**src/rtl/qdc_pkg.sv**
```systemverilog
package qdc_pkg;

  typedef logic [3:0] bcd_t;

  typedef struct packed {
    bcd_t digit;
    logic carry;
  } dec_step_t;

  // One decade step: add the incoming carry, wrap 9 -> 0 with carry out.
  function automatic dec_step_t dec_step(bcd_t d, logic ci);
    dec_step_t r;
    r.digit = d;
    r.carry = 1'b0;
    if (ci) begin
      if (d >= 4'd9) begin
        r.digit = 4'd0;
        r.carry = 1'b1;
      end else begin
        r.digit = d + 4'd1;
      end
    end
    return r;
  endfunction

  // Active-high segments, bit 0 = a ... bit 6 = g.
  function automatic logic [6:0] seg_of(bcd_t d);
    logic [6:0] s;
    case (d)
      4'd0:    s = 7'h3F;
      4'd1:    s = 7'h06;
      4'd2:    s = 7'h5B;
      4'd3:    s = 7'h4F;
      4'd4:    s = 7'h66;
      4'd5:    s = 7'h6D;
      4'd6:    s = 7'h7D;
      4'd7:    s = 7'h07;
      4'd8:    s = 7'h7F;
      4'd9:    s = 7'h6F;
      default: s = 7'h00;
    endcase
    return s;
  endfunction

endpackage

```
**src/rtl/qdc_edge_sync.sv**
```systemverilog
module qdc_edge_sync #(
  parameter int STAGES = 2
) (
  input  logic clk,
  input  logic rst,
  input  logic din,
  output logic fall
);
  // pipe[STAGES-1] is the synchronised level, pipe[STAGES] its previous value.
  logic [STAGES:0] pipe;

  always_ff @(posedge clk or posedge rst) begin
    if (rst) pipe <= '0;
    else     pipe <= {pipe[STAGES-1:0], din};
  end

  assign fall = pipe[STAGES] & ~pipe[STAGES-1];
endmodule

```
**src/rtl/qdc_bcd_chain.sv**
```systemverilog
module qdc_bcd_chain
  import qdc_pkg::*;
#(
  parameter int NUM_DIGITS = 4
) (
  input  logic                    clk,
  input  logic                    rst,
  input  logic                    step,
  output logic [4*NUM_DIGITS-1:0] value,
  output logic [4*NUM_DIGITS-1:0] next_value,
  output logic                    wrap
);
  localparam int W = 4 * NUM_DIGITS;

  logic [NUM_DIGITS:0] ripple;
  assign ripple[0] = step;

  for (genvar g = 0; g < NUM_DIGITS; g++) begin : g_dec
    dec_step_t s;
    assign s                   = dec_step(value[4*g +: 4], ripple[g]);
    assign next_value[4*g +: 4] = s.digit;
    assign ripple[g+1]         = s.carry;
  end

  assign wrap = ripple[NUM_DIGITS];

  always_ff @(posedge clk or posedge rst) begin
    if (rst) value <= {W{1'b0}};
    else     value <= next_value;
  end
endmodule

```
**src/rtl/qdc_hold_latch.sv**
```systemverilog
module qdc_hold_latch #(
  parameter int W = 16
) (
  input  logic         clk,
  input  logic         rst,
  input  logic         le,
  input  logic [W-1:0] d,
  output logic [W-1:0] q
);
  always_ff @(posedge clk or posedge rst) begin
    if (rst)     q <= '0;
    else if (le) q <= d;
  end
endmodule

```
**src/rtl/qdc_scan.sv**
```systemverilog
module qdc_scan #(
  parameter int NUM_DIGITS = 4,
  parameter int SCAN_DIV   = 4
) (
  input  logic                 clk,
  input  logic                 rst,
  output logic [(NUM_DIGITS>1 ? $clog2(NUM_DIGITS) : 1)-1:0] idx,
  output logic [NUM_DIGITS-1:0] en
);
  localparam int IW = (NUM_DIGITS > 1) ? $clog2(NUM_DIGITS) : 1;
  localparam int PW = (SCAN_DIV > 1) ? $clog2(SCAN_DIV) : 1;

  logic [PW-1:0] pre;
  logic          tick;

  assign tick = (pre == PW'(SCAN_DIV - 1));

  always_ff @(posedge clk or posedge rst) begin
    if (rst)       pre <= '0;
    else if (tick) pre <= '0;
    else           pre <= pre + 1'b1;
  end

  always_ff @(posedge clk or posedge rst) begin
    if (rst) idx <= '0;
    else if (tick) begin
      if (idx == IW'(NUM_DIGITS - 1)) idx <= '0;
      else                            idx <= idx + 1'b1;
    end
  end

  for (genvar g = 0; g < NUM_DIGITS; g++) begin : g_en
    assign en[g] = (idx == IW'(g));
  end
endmodule

```
**src/rtl/qdc_counter_display.sv**
```systemverilog
module qdc_counter_display
  import qdc_pkg::*;
#(
  parameter int NUM_DIGITS  = 4,
  parameter int SCAN_DIV    = 4,
  parameter int SYNC_STAGES = 2,
  parameter int CARRY_MSD   = 6
) (
  input  logic                  clk,
  input  logic                  rst,
  input  logic                  count_in,
  input  logic                  latch_en,
  input  logic                  disp_live,
  output logic [NUM_DIGITS-1:0] digit_en,
  output logic [6:0]            seg,
  output logic                  carry_out
);
  localparam int W  = 4 * NUM_DIGITS;
  localparam int IW = (NUM_DIGITS > 1) ? $clog2(NUM_DIGITS) : 1;
  localparam logic [W-1:0] CARRY_PAT = W'(CARRY_MSD) << (4 * (NUM_DIGITS - 1));

  // Named internal events, also watched by the bound checker.
  logic          cnt_step;
  logic          wrap;
  logic          carry_hit;
  logic [W-1:0]  live_val;
  logic [W-1:0]  next_val;
  logic [W-1:0]  latch_val;
  logic [W-1:0]  shown;
  logic [IW-1:0] scan_idx;

  qdc_edge_sync #(.STAGES(SYNC_STAGES)) u_sync (
    .clk  (clk),
    .rst  (rst),
    .din  (count_in),
    .fall (cnt_step)
  );

  qdc_bcd_chain #(.NUM_DIGITS(NUM_DIGITS)) u_chain (
    .clk        (clk),
    .rst        (rst),
    .step       (cnt_step),
    .value      (live_val),
    .next_value (next_val),
    .wrap       (wrap)
  );

  qdc_hold_latch #(.W(W)) u_hold (
    .clk (clk),
    .rst (rst),
    .le  (latch_en),
    .d   (live_val),
    .q   (latch_val)
  );

  qdc_scan #(.NUM_DIGITS(NUM_DIGITS), .SCAN_DIV(SCAN_DIV)) u_scan (
    .clk (clk),
    .rst (rst),
    .idx (scan_idx),
    .en  (digit_en)
  );

  assign carry_hit = (next_val == CARRY_PAT);

  always_ff @(posedge clk or posedge rst) begin
    if (rst) carry_out <= 1'b0;
    else if (cnt_step) begin
      if (wrap)           carry_out <= 1'b0;
      else if (carry_hit) carry_out <= 1'b1;
    end
  end

  assign shown = disp_live ? live_val : latch_val;
  assign seg   = seg_of(shown[4*int'(scan_idx) +: 4]);
endmodule

```
**config.mk**
```make
export PLATFORM = sky130hd
export DESIGN_NAME = qdc_counter_display
export DESIGN_NICKNAME = d
export VERILOG_FILES = /design/src/rtl/qdc_pkg.sv /design/src/rtl/qdc_edge_sync.sv /design/src/rtl/qdc_bcd_chain.sv /design/src/rtl/qdc_hold_latch.sv /design/src/rtl/qdc_scan.sv /design/src/rtl/qdc_counter_display.sv
export SDC_FILE = /design/constraint.sdc
export NUM_CORES = 1
export LEC_CHECK = 0
export ABC_AREA = 0
export BUFFER_PORTS_ARGS = -buffer_cell sky130_fd_sc_hd__buf_2
export CORE_ASPECT_RATIO = 1.5
export CORE_MARGIN = 2
export CORE_UTILIZATION = 59
export CTS_CLUSTER_DIAMETER = 60
export DETAILED_ROUTE_END_ITERATION = 12
export PLACE_DENSITY = 0.86
export SETUP_SLACK_MARGIN = 0.05
export SYNTH_ARGS = -nofsm -noshare
export SYNTH_HDL_FRONTEND = slang
export SYNTH_HIERARCHICAL = 1
export SYNTH_SLANG_ARGS = --single-unit
```
**constraint.sdc**
```tcl
create_clock -name clk -period 6.85 [get_ports clk]
set_input_delay 2.055 -clock clk [delete_from_list [all_inputs] [get_ports clk]]
set_output_delay 2.055 -clock clk [all_outputs]
set_load 0.02 [all_outputs]
```
==> impl_metrics.toml <==
[status]
outcome = "complete, no violations"

[pwr]
p_leak_nw = 1.24
finalPower_mw = 0.774
ir_drop_v = 0.000298
pwr_density_cell_mw_per_mm2 = 296

[cells_and_area]
syn_to_final_growth_pct = 5.67
post-route-util_pct = 65.4
num_antenna_cells = 0
fin_area_mm2 = 0.00261
stdcell_count = 273
drive_gt1_share_pct = 25.0
final_net_count = 255

[yosys]
yosys_warnings = 6
ys_seq_elements = 40
syn_area_per_cell_um2 = 11.6
netlist_instances = 213
synth_ff_type = "dfrtp_1"
yosysSeqAreaShare_pct = 40.5
synth_edf_count = 0
async_reset_ff_share_pct = 100
synth_fp_nets = 241
synthesis.area_mm2 = 0.00247
yosysUniqueCellTypes = 42

[sta]
grt_setup_unrepaired = "false"
hold_viol = 0
period_share_pct = 89.2
fin_crit_ns = 6.11
whs_ns = 0.358
tightestPinTransition_ns = 0.641
slew_viol_final = 0
max_freq_mhz = 164
finClkSkew_ns = 0.00679
slew_headroom_pct = 57.2
final.setup.worst_slack_ns = 0.739
tns_ns = 0
finalSetupViolations = 0

[critical_path]
required_ns = 4.80
cp-start-kind = "primary input"
cp_slowest_cell = "mux4_2"
cp.arrival_ns = 4.06
crit_type = "in2out"
crit_buf_inv = 4
crit_fanout = 8
critPathTopFamily = "multiplexers"
critPathCaptureType = "output port"
slowest_delay_ns = 0.53
crit_path_cell_trace = "buf_2 -> mux4_2 -> mux2i_1 -> inv_1 -> ha_1 -> inv_1 -> mux2i_1 -> o22ai_1 -> buf_2"

[global_routing]
grt_pass1_vias = 1586
antenna_found_initial = 0
grt_pass1_wl_mm = 7.26
grt_max_degree = 17
grt-ovfl-total = 0
grt_usage_pct = 19.4

[route]
dr_total_vias = 1589
dr.max_layer_used = "met4"
route.met3.wl_um = 110
met1_length_mm = 1.80
drc = 0
wire_per_inst_um = 15.3
first_pass_iters = 4
avgViaCountPerCell = 5.82
dr_wl_met2_mm = 2.20
finalWirelength_mm = 4.18
detail-route-antenna-nets = 0
drtIter0Drc = 56

[clock_network]
cts_buffers = 5
clock_latency_ns = 0.29
tritoncts = "yes"
cts_root_buffer = "clkbuf_8"
cts_buffer_depth = 2
clock_sinks = 40
holdBufCountCts = 0
cts.htree.levels = 2
post_cts_buffers = 0
cts_resized = 0
clk_pin_slew_worst_paths_ns = 0.07

[floorplanning]
die_x_um = 56.9
row_count = 28
die-area_mm2 = 0.00473
fp.dieH_um = 83.3
core_mm2 = 0.00399
ios = 17
start_util_pct = 61.9

[job]
cap_violations = 0

[placement]
pre_cts_slack_ns = 0.714
place_hpwl_mm = 3.23
io_buffers = 16
finalWeightedCongestion = 0.789
dpl.cell_count = 265
placed_area_mm2 = 0.00252

[worst_hold_path]
hold_class = "reg2reg"
-- report_power, final --
part / switching (mW) / leakage, nW / total (mW) / internal (mW)
logic: 0.177 / 0.654 / 0.308 / 0.132
registers: 0.0376 / 0.532 / 0.307 / 0.269
clock network: 0.0787 / 0.0510 / 0.159 / 0.0803
total: 0.293 / 1.24 / 0.774 / 0.481
-- kinds of logic after synthesis --
logic type / share of synthesized area (%)
compound gates: 9.41
xor+xnor: 0.354
fa+ha+maj: 11.6
buf+inv: 6.78
flops: 40.5
mux: 20.4
simple gates: 10.9
-- worst register-to-register path, cell delays in order, from the launching register on --
cell	delay, ns
dfrtp_1	0.46
inv_1	0.10
ha_1	0.21
nor3b_1	0.15
nand4bb_1	0.45
or2_1	0.45
o21a_1	0.15
nor4_1	0.38
nand4_1	0.16
nor4_1	0.23
a2bb2oi_1	0.19
-- per-layer routing --
| metal | track usage [%] | vias up |
|---|---|---|
| li1 | - | 779 |
| met1 | 23.5 | 781 |
| met2 | 33.6 | 23 |
| met3 | 4.21 | 6 |
| met4 | 6.55 | 0 |
| met5 | 0 | - |
-- registers in the layout, summed over array words and instances (netlist names) --
signal,cells
u_scan/idx,2
u_sync/pipe,3
u_chain/value,16
carry_out,1
u_scan/pre,2
u_hold/q,16
-- cell usage after synthesis, drive strengths merged, types with 3 or more instances --
library cell | number | share of area, %
mux2i | 7 | 3.8
dfrtp | 40 | 40
mux2 | 17 | 9.3
ha | 23 | 12
o22ai | 3 | 0.76
nand2b | 4 | 1.0
o31ai | 4 | 1.8
nor2 | 8 | 1.2
or3b | 3 | 1.1
nand2 | 15 | 2.4
mux4 | 8 | 7.3
o21ai | 21 | 4.3
buf | 8 | 3.4
nand3 | 9 | 1.8
inv | 21 | 3.2
a21oi | 3 | 0.61
-- cell usage in the layout, fill, tap and decap left out, types with 2 or more instances in the layout --
master,n
nand2_1,14
o21ai_1,3
clkinv_2,2
dfrtp_1,40
mux2i_4,2
or3b_1,2
mux2_2,7
a21oi_1,3
o21ai_0,18
nor4_1,2
o22ai_1,3
nand3_1,9
inv_1,21
clkbuf_8,6
o31ai_2,3
ha_1,23
mux2_4,10
nand2b_1,4
a41oi_1,2
nor2_1,8
mux2i_1,5
mux4_2,8
buf_2,16
-- worst paths after layout --
| check | start | endpoint | slack [ns] | depth (start not counted) |
|---|---|---|---|---|
| max | disp_live | seg[0] | 0.74 | 9 |
| min | u_sync/pipe[0] | u_sync/pipe[1] | 0.36 | 0 |
| max reg2reg | u_chain/value[0] | carry_out | 3.83 | 10 |
| min reg2reg | u_sync/pipe[0] | u_sync/pipe[1] | 0.36 | 0 |
| max in group asynchronous | rst | u_hold/q[10] | 4.56 | 2 |
| min in group asynchronous | rst | carry_out | 1.63 | 2 |
-- layout make-up --
class	count	area [µm²]
timing repair buffer	16	80.1
sequential	40	1000
clock buffer	6	82.6
inverter	21	78.8
tap	45	56.3
multi-input combinational	143	1300
fill	308	1380
clock inverter	2	10.0
(Power assumes the default switching activity.)
